<file path="config.mk">
export PLATFORM = sky130hd
export DESIGN_NAME = subwordWriteBridge
export DESIGN_NICKNAME = d
export VERILOG_FILES = /design/src/rtl/mergeBridgePkg.sv /design/src/rtl/spacingTimer.sv /design/src/rtl/bridgeCtrl.sv /design/src/rtl/bridgeDatapath.sv /design/src/rtl/subwordWriteBridge.sv
export SDC_FILE = /design/constraint.sdc
export NUM_CORES = 1
export LEC_CHECK = 0
export BUFFER_PORTS_ARGS = -buffer_cell sky130_fd_sc_hd__buf_2
export CORE_MARGIN = 10
export CORE_UTILIZATION = 33
export DETAILED_ROUTE_END_ITERATION = 6
export PLACE_DENSITY = 0.59
export REMOVE_ABC_BUFFERS = 1
export SLEW_MARGIN = 20
export SYNTH_ARGS = -nofsm -noshare
export SYNTH_HDL_FRONTEND = slang
export SYNTH_HIERARCHICAL = 1
export SYNTH_SLANG_ARGS = --single-unit
</file>
<file path="constraint.sdc">
create_clock -name clk -period 4.95 [get_ports clk]
set_input_delay 0.7425 -clock clk [delete_from_list [all_inputs] [get_ports clk]]
set_output_delay 0.7425 -clock clk [all_outputs]
set_load 0.005 [all_outputs]
</file>
<file path="src/rtl/mergeBridgePkg.sv">
package mergeBridgePkg;

  localparam int WORD_W = 32;

  typedef enum logic [1:0] {
    SZ_BYTE = 2'd0,
    SZ_HALF = 2'd1,
    SZ_WORD = 2'd2
  } accSize_e;

  // strobes from control to datapath, at most one action per cycle
  typedef struct packed {
    logic capture;
    logic fetch;
    logic wrWord;
    logic flush;
    logic cmdWrite;
    logic mergeToWord;
    logic blkFromRd;
    logic blkFromShadow;
    logic cmdFromRd;
    logic rspFromRd;
    logic rspFromShadow;
  } ctrlStrobe_t;

  // classification of the latched request, datapath to control
  typedef struct packed {
    logic isWrite;
    logic isWord;
    logic isBlkHalf;
    logic isXferHalf;
    logic isCmdHalf;
    logic shadowHit;
    logic blkValid;
  } reqClass_t;

  function automatic logic [WORD_W-1:0] laneMask(logic [1:0] sz, logic [1:0] off);
    logic [WORD_W-1:0] base;
    case (sz)
      SZ_BYTE: base = 32'h0000_00FF;
      SZ_HALF: base = 32'h0000_FFFF;
      default: base = '1;
    endcase
    return base << {off, 3'b000};
  endfunction

  function automatic logic [WORD_W-1:0] mergeLane(logic [WORD_W-1:0] oldWord,
      logic [WORD_W-1:0] val, logic [1:0] sz, logic [1:0] off);
    logic [WORD_W-1:0] m;
    m = laneMask(sz, off);
    return (oldWord & ~m) | ((val << {off, 3'b000}) & m);
  endfunction

  function automatic logic [WORD_W-1:0] pickLane(logic [WORD_W-1:0] word,
      logic [1:0] sz, logic [1:0] off);
    return (word & laneMask(sz, off)) >> {off, 3'b000};
  endfunction

endpackage

</file>
<file path="src/rtl/spacingTimer.sv">
module spacingTimer #(
  parameter int CYC_PER_US  = 50,
  parameter int SLOW_HZ     = 400000,
  parameter int GAP_PERIODS = 4,
  parameter int ZERO_GAP_US = 10
) (
  input  logic        clk,
  input  logic        rstN,
  input  logic        start,
  input  logic [31:0] cardHz,
  output logic        busy
);
  localparam int CW = (CYC_PER_US > 1) ? $clog2(CYC_PER_US) : 1;
  localparam int UW = $clog2(ZERO_GAP_US + 1);
  localparam logic [CW-1:0] LAST_CYC = CW'(CYC_PER_US - 1);
  localparam logic [UW-1:0] LAST_US  = UW'(ZERO_GAP_US - 1);
  localparam logic [31:0]   TARGET   = 32'(GAP_PERIODS * 1000000);
  localparam logic [31:0]   SLOW_LIM = 32'(SLOW_HZ);

  logic [CW-1:0] cycCnt;
  logic [UW-1:0] usCnt;
  logic [31:0]   acc, hzQ, accNext;
  logic          tick;

  assign tick    = busy && (cycCnt == LAST_CYC);
  assign accNext = acc + hzQ;

  always_ff @(posedge clk) begin
    if (!rstN) begin
      busy   <= 1'b0;
      cycCnt <= '0;
      usCnt  <= '0;
      acc    <= '0;
      hzQ    <= '0;
    end else if (start) begin
      busy   <= (cardHz <= SLOW_LIM);
      cycCnt <= '0;
      usCnt  <= '0;
      acc    <= '0;
      hzQ    <= cardHz;
    end else if (busy) begin
      if (tick) begin
        cycCnt <= '0;
        if (hzQ == '0) begin
          if (usCnt == LAST_US) busy <= 1'b0;
          else                  usCnt <= usCnt + 1'b1;
        end else if (accNext >= TARGET) begin
          busy <= 1'b0;
        end else begin
          acc <= accNext;
        end
      end else begin
        cycCnt <= cycCnt + 1'b1;
      end
    end
  end

  // a new write never lands inside a running quiet interval
  p_no_restart_r8: assert property (@(posedge clk) disable iff (!rstN)
    start |-> !busy);
  // fast card clock: no quiet interval at all
  p_fast_skip_r10: assert property (@(posedge clk) disable iff (!rstN)
    (start && cardHz > SLOW_LIM) |=> !busy);
  // zero clock mode ends only at a microsecond boundary
  p_zero_end_r9: assert property (@(posedge clk) disable iff (!rstN)
    (busy && hzQ == '0 && !start && !tick) |=> busy);

endmodule

</file>
<file path="src/rtl/bridgeCtrl.sv">
module bridgeCtrl
  import mergeBridgePkg::*;
(
  input  logic        clk,
  input  logic        rstN,
  input  logic        reqValid,
  input  reqClass_t   cls,
  input  logic        timerBusy,
  output logic        reqReady,
  output ctrlStrobe_t stb,
  output logic        dnValid,
  output logic        dnWrite
);
  typedef enum logic [2:0] {
    S_IDLE, S_DECODE, S_FETCH, S_MERGE, S_WRITE, S_FLUSH, S_CMDWR
  } state_e;

  state_e state, nextState;

  assign reqReady = (state == S_IDLE) && !timerBusy;

  always_comb begin
    stb       = '0;
    nextState = state;
    case (state)
      S_IDLE: if (reqValid && reqReady) begin
        stb.capture = 1'b1;
        nextState   = S_DECODE;
      end
      S_DECODE: begin
        if (!cls.isWrite) begin
          if (cls.shadowHit) begin
            stb.rspFromShadow = 1'b1;
            nextState         = S_IDLE;
          end else begin
            nextState = S_FETCH;
          end
        end else if (cls.isWord) begin
          nextState = S_WRITE;
        end else if (cls.isCmdHalf) begin
          nextState = cls.blkValid ? S_FLUSH : S_CMDWR;
        end else if (cls.isBlkHalf && cls.blkValid) begin
          stb.blkFromShadow = 1'b1;
          nextState         = S_IDLE;
        end else begin
          nextState = S_FETCH;
        end
      end
      S_FETCH: begin
        stb.fetch = 1'b1;
        nextState = S_MERGE;
      end
      S_MERGE: begin
        nextState = S_IDLE;
        if (!cls.isWrite)       stb.rspFromRd = 1'b1;
        else if (cls.isBlkHalf) stb.blkFromRd = 1'b1;
        else if (cls.isXferHalf) stb.cmdFromRd = 1'b1;
        else begin
          stb.mergeToWord = 1'b1;
          nextState       = S_WRITE;
        end
      end
      S_WRITE: begin
        stb.wrWord = 1'b1;
        nextState  = S_IDLE;
      end
      S_FLUSH: begin
        stb.flush = 1'b1;
        nextState = S_CMDWR;
      end
      S_CMDWR: if (!timerBusy) begin
        stb.cmdWrite = 1'b1;
        nextState    = S_IDLE;
      end
      default: nextState = S_IDLE;
    endcase
  end

  always_ff @(posedge clk) begin
    if (!rstN) state <= S_IDLE;
    else       state <= nextState;
  end

  assign dnWrite = stb.wrWord | stb.flush | stb.cmdWrite;
  assign dnValid = dnWrite | stb.fetch;

  p_ready_only_idle_r12: assert property (@(posedge clk) disable iff (!rstN)
    (state != S_IDLE) |-> !reqReady);
  p_quiet_in_gap_r8: assert property (@(posedge clk) disable iff (!rstN)
    timerBusy |-> !dnValid);
  p_flush_then_cmd_r6: assert property (@(posedge clk) disable iff (!rstN)
    (state == S_FLUSH) |=> (state == S_CMDWR));

endmodule

</file>
<file path="src/rtl/bridgeDatapath.sv">
module bridgeDatapath
  import mergeBridgePkg::*;
#(
  parameter int AW = 8,
  parameter logic [AW-1:0] BLKSZ_OFF  = 8'h04,
  parameter logic [AW-1:0] BLKCNT_OFF = 8'h06,
  parameter logic [AW-1:0] XFER_OFF   = 8'h0C,
  parameter logic [AW-1:0] CMD_OFF    = 8'h0E
) (
  input  logic              clk,
  input  logic              rstN,
  input  ctrlStrobe_t       stb,
  input  logic              reqWrite,
  input  logic [1:0]        reqSize,
  input  logic [AW-1:0]     reqAddr,
  input  logic [WORD_W-1:0] reqWdata,
  input  logic [WORD_W-1:0] dnRdata,
  output reqClass_t         cls,
  output logic [AW-1:0]     dnAddr,
  output logic [WORD_W-1:0] dnWdata,
  output logic              rspValid,
  output logic [WORD_W-1:0] rspRdata
);
  localparam logic [AW-1:0] BLK_WORD = {BLKSZ_OFF[AW-1:2], 2'b00};

  logic              writeQ;
  logic [1:0]        sizeQ;
  logic [AW-1:0]     addrQ;
  logic [WORD_W-1:0] dataQ, wordQ, blkShadow, cmdShadow, cmdMerged;
  logic              blkValid, cmdValid;
  logic              isHalf, atBlk, atXfer, atCmd;

  assign isHalf = (sizeQ == SZ_HALF);
  assign atBlk  = (addrQ == BLKSZ_OFF) || (addrQ == BLKCNT_OFF);
  assign atXfer = (addrQ == XFER_OFF);
  assign atCmd  = (addrQ == CMD_OFF);

  assign cls.isWrite    = writeQ;
  assign cls.isWord     = (sizeQ == SZ_WORD);
  assign cls.isBlkHalf  = isHalf && atBlk;
  assign cls.isXferHalf = isHalf && atXfer;
  assign cls.isCmdHalf  = isHalf && atCmd;
  assign cls.shadowHit  = isHalf && ((atXfer && cmdValid) || (atBlk && blkValid));
  assign cls.blkValid   = blkValid;

  assign cmdMerged = mergeLane(cmdShadow, dataQ, sizeQ, addrQ[1:0]);

  always_comb begin
    dnAddr  = {addrQ[AW-1:2], 2'b00};
    dnWdata = wordQ;
    if (stb.flush) begin
      dnAddr  = BLK_WORD;
      dnWdata = blkShadow;
    end else if (stb.cmdWrite) begin
      dnWdata = cmdMerged;
    end
  end

  always_ff @(posedge clk) begin
    if (!rstN) begin
      writeQ    <= 1'b0;
      sizeQ     <= '0;
      addrQ     <= '0;
      dataQ     <= '0;
      wordQ     <= '0;
      blkShadow <= '0;
      cmdShadow <= '0;
      blkValid  <= 1'b0;
      cmdValid  <= 1'b0;
      rspValid  <= 1'b0;
      rspRdata  <= '0;
    end else begin
      rspValid <= stb.rspFromRd | stb.rspFromShadow | stb.blkFromRd |
                  stb.blkFromShadow | stb.cmdFromRd | stb.wrWord | stb.cmdWrite;
      if (stb.capture) begin
        writeQ <= reqWrite;
        sizeQ  <= reqSize;
        addrQ  <= reqAddr;
        dataQ  <= reqWdata;
        wordQ  <= reqWdata;
      end
      if (stb.mergeToWord) wordQ <= mergeLane(dnRdata, dataQ, sizeQ, addrQ[1:0]);
      if (stb.rspFromRd)   rspRdata <= pickLane(dnRdata, sizeQ, addrQ[1:0]);
      if (stb.rspFromShadow)
        rspRdata <= pickLane(atXfer ? cmdShadow : blkShadow, sizeQ, addrQ[1:0]);
      if (stb.blkFromRd) begin
        blkShadow <= mergeLane(dnRdata, dataQ, sizeQ, addrQ[1:0]);
        blkValid  <= 1'b1;
      end
      if (stb.blkFromShadow) blkShadow <= mergeLane(blkShadow, dataQ, sizeQ, addrQ[1:0]);
      if (stb.cmdFromRd) begin
        cmdShadow <= mergeLane(dnRdata, dataQ, sizeQ, addrQ[1:0]);
        cmdValid  <= 1'b1;
      end
      if (stb.flush) blkValid <= 1'b0;
      if (stb.cmdWrite) begin
        cmdShadow <= cmdMerged;
        cmdValid  <= 1'b0;
      end
    end
  end

  p_cmd_clears_r6: assert property (@(posedge clk) disable iff (!rstN)
    stb.cmdWrite |=> (!blkValid && !cmdValid));
  p_blk_marked_r4: assert property (@(posedge clk) disable iff (!rstN)
    (stb.blkFromRd || stb.blkFromShadow) |=> blkValid);
  p_xfer_marked_r5: assert property (@(posedge clk) disable iff (!rstN)
    stb.cmdFromRd |=> cmdValid);
  p_rsp_pulse_r12: assert property (@(posedge clk) disable iff (!rstN)
    rspValid |=> !rspValid);

endmodule

</file>
<file path="src/rtl/subwordWriteBridge.sv">
module subwordWriteBridge
  import mergeBridgePkg::*;
#(
  parameter int AW          = 8,
  parameter int CYC_PER_US  = 50,
  parameter int SLOW_HZ     = 400000,
  parameter int GAP_PERIODS = 4,
  parameter int ZERO_GAP_US = 10
) (
  input  logic          clk,
  input  logic          rstN,
  input  logic          reqValid,
  output logic          reqReady,
  input  logic          reqWrite,
  input  logic [1:0]    reqSize,
  input  logic [AW-1:0] reqAddr,
  input  logic [31:0]   reqWdata,
  output logic          rspValid,
  output logic [31:0]   rspRdata,
  input  logic [31:0]   cardHz,
  output logic          dnValid,
  output logic          dnWrite,
  output logic [AW-1:0] dnAddr,
  output logic [31:0]   dnWdata,
  input  logic [31:0]   dnRdata
);
  ctrlStrobe_t stb;
  reqClass_t   cls;
  logic        timerBusy;

  bridgeCtrl u_ctrl (
    .clk, .rstN, .reqValid, .cls, .timerBusy,
    .reqReady, .stb, .dnValid, .dnWrite
  );

  bridgeDatapath #(.AW(AW)) u_dp (
    .clk, .rstN, .stb, .reqWrite, .reqSize, .reqAddr, .reqWdata,
    .dnRdata, .cls, .dnAddr, .dnWdata, .rspValid, .rspRdata
  );

  spacingTimer #(
    .CYC_PER_US(CYC_PER_US), .SLOW_HZ(SLOW_HZ),
    .GAP_PERIODS(GAP_PERIODS), .ZERO_GAP_US(ZERO_GAP_US)
  ) u_gap (
    .clk, .rstN, .start(dnValid && dnWrite), .cardHz, .busy(timerBusy)
  );

endmodule

</file>
==> results.yml <==
route:
  drt-total-wl_um: 63600
  drc: 0
  viasPerCell: 5.78
  routedWlPerCell_um: 22.2
  dr.pass1.iters: 6
  ant_nets: 0
  vias: 16600
  first_iter_violations: 1414
worst_setup_path:
  required_ps: 4210
  cp_max_fo: 50
  start_kind: "register"
  criticalPathCategory: "reg2out"
  critPathArrivalTime_ps: 3440
  worst_setup_path_end_kind: "output pin"
clock_network:
  cts_made_buffers: 34
  cts_hold_buf: 0
  cts_setup_buffers: 0
  cts_root_buf: "clkbuf_16"
  post_cts_resized: 0
  cts_sinks: 252
  cts_tree: "done"
  clock_latency_ps: 550
  clockBufferDepth: 3
  clkTransAtPathRegs_ps: 60
  htreeDepth: 2
global_route:
  grt_usage_pct: 20.3
  use_met2_pct: 33.8
  grt_pass1_wl_um: 97000
  grt_pass1_vias: 16200
  grt_overflow_total: 0
  top_usage_layer: "met2"
  met3_usage_pct: 4.39
  grt_max_degree: 99
  grt_use_met1_pct: 25.1
  grt_antenna_before_repair: 6
timing:
  setup_tns_ps: 0
  setup_viol: 0
  tightestPinTransition_ps: 1000
  period_share_pct: 84.5
  skew_ps: 34.8
  min_period_ps: 4180
  rsz0062_at_grt: "no"
  fmax_mhz: 239
  drv_slew: 0
  hold_viol: 0
  relSlewSlack_pct: 33.2
placed_design:
  gp_congestion: 0.960
  portBuffers: 183
  dpl-instance-area_um2: 17900
  dp_hpwl_um: 44900
finish:
  syn2layout_area_growth_pct: 15.5
  layout-drive-gt1-share_pct: 16.7
  final_net_count: 2323
  layout_common_cells: "256 x nand2_1, 250 x dfxtp_1, 182 x buf_2, 180 x nor2_1, 154 x o21ai_0"
  design_area_um2: 19100
  final_common_cell: "nand2_1"
  n_fill_cell: 5182
  final_core_util_pct: 38.8
die:
  dieArea_um2: 59500
  rows: 81
  start_util_pct: 33.6
  io_pins: 186
  floorplan.die.width_um: 244
  core_um2: 49300
  die_h_um: 244
synth:
  synthCells: 2090
  ys_warn_count: 6
  netlist_area_um2: 16500
  syn_avg_cell_area_um2: 7.91
hold_path:
  hold_path.class: "in2reg"
power:
  powerDensity_nw_per_um2: 294
  ir_drop_v: 0.000205
  p_leak_uw: 0.00741
run:
  drv_cap: 0
run_status:
  status: "completed"
[metal layers]
layer	part of all wire, %	vias to the layer above	routed length, µm
met5	0.042	-	27
met4	3.4	4	2170
met3	7.6	126	4860
met2	47	682	29900
met1	42	7932	26600
li1	-	7838	-
[per-stage QoR]
step | instances | total power [µW] | setup WS [ps] | hold slack (ps)
final | 2871 | 5610 | 768 | 450
after floorplan | 1930 | 2630 | -11510 | 441
after global placement | 2805 | 2950 | 1050 | 440
after global routing | 2867 | 5800 | 494 | 454
after detailed placement | 2805 | 2970 | 881 | 450
after CTS | 2867 | 5650 | 819 | 432
[layout make-up]
cell class              count  area, µm²  area share (%)
inverters                  49        185           0.970
multi-input cells        1629      10600            55.6
clock buffers              51       1040            5.43
diodes                      4       10.0          0.0524
clock inverters            11        181           0.950
flip-flops and latches    252       5050            26.4
well taps                 664        831            4.35
repair buffers            211       1180            6.17
[worst max-delay path, stage by stage (launching register included)]
cell      delay (ps)
dfxtp_2          350
buf_4            580
a21oi_1          230
o21ai_1          600
buf_4            360
o221ai_1         240
o211ai_1         170
a21oi_1          150
buf_2            170
[path summary, 6_finish.rpt]
check / start / end / slack, ps / depth (start not counted)
worst max-delay path: u_dp/addrQ[0] / dnWdata[21] / 770 / 8
worst min-delay path: reqWdata[18] / u_dp/dataQ[18] / 450 / 3
worst max register to register: u_dp/addrQ[7] / u_dp/rspRdata[7] / 790 / 11
worst min register to register: u_dp/rspRdata[28] / u_dp/rspRdata[28] / 460 / 2
[power breakdown]
part / internal (µW) / switching, µW / total (µW)
combinational: 295 / 468 / 764
clock: 1660 / 1010 / 2670
sequential: 2090 / 80.7 / 2170
total: 4050 / 1560 / 5610
Note: power is estimated with default switching activity, not from simulation.
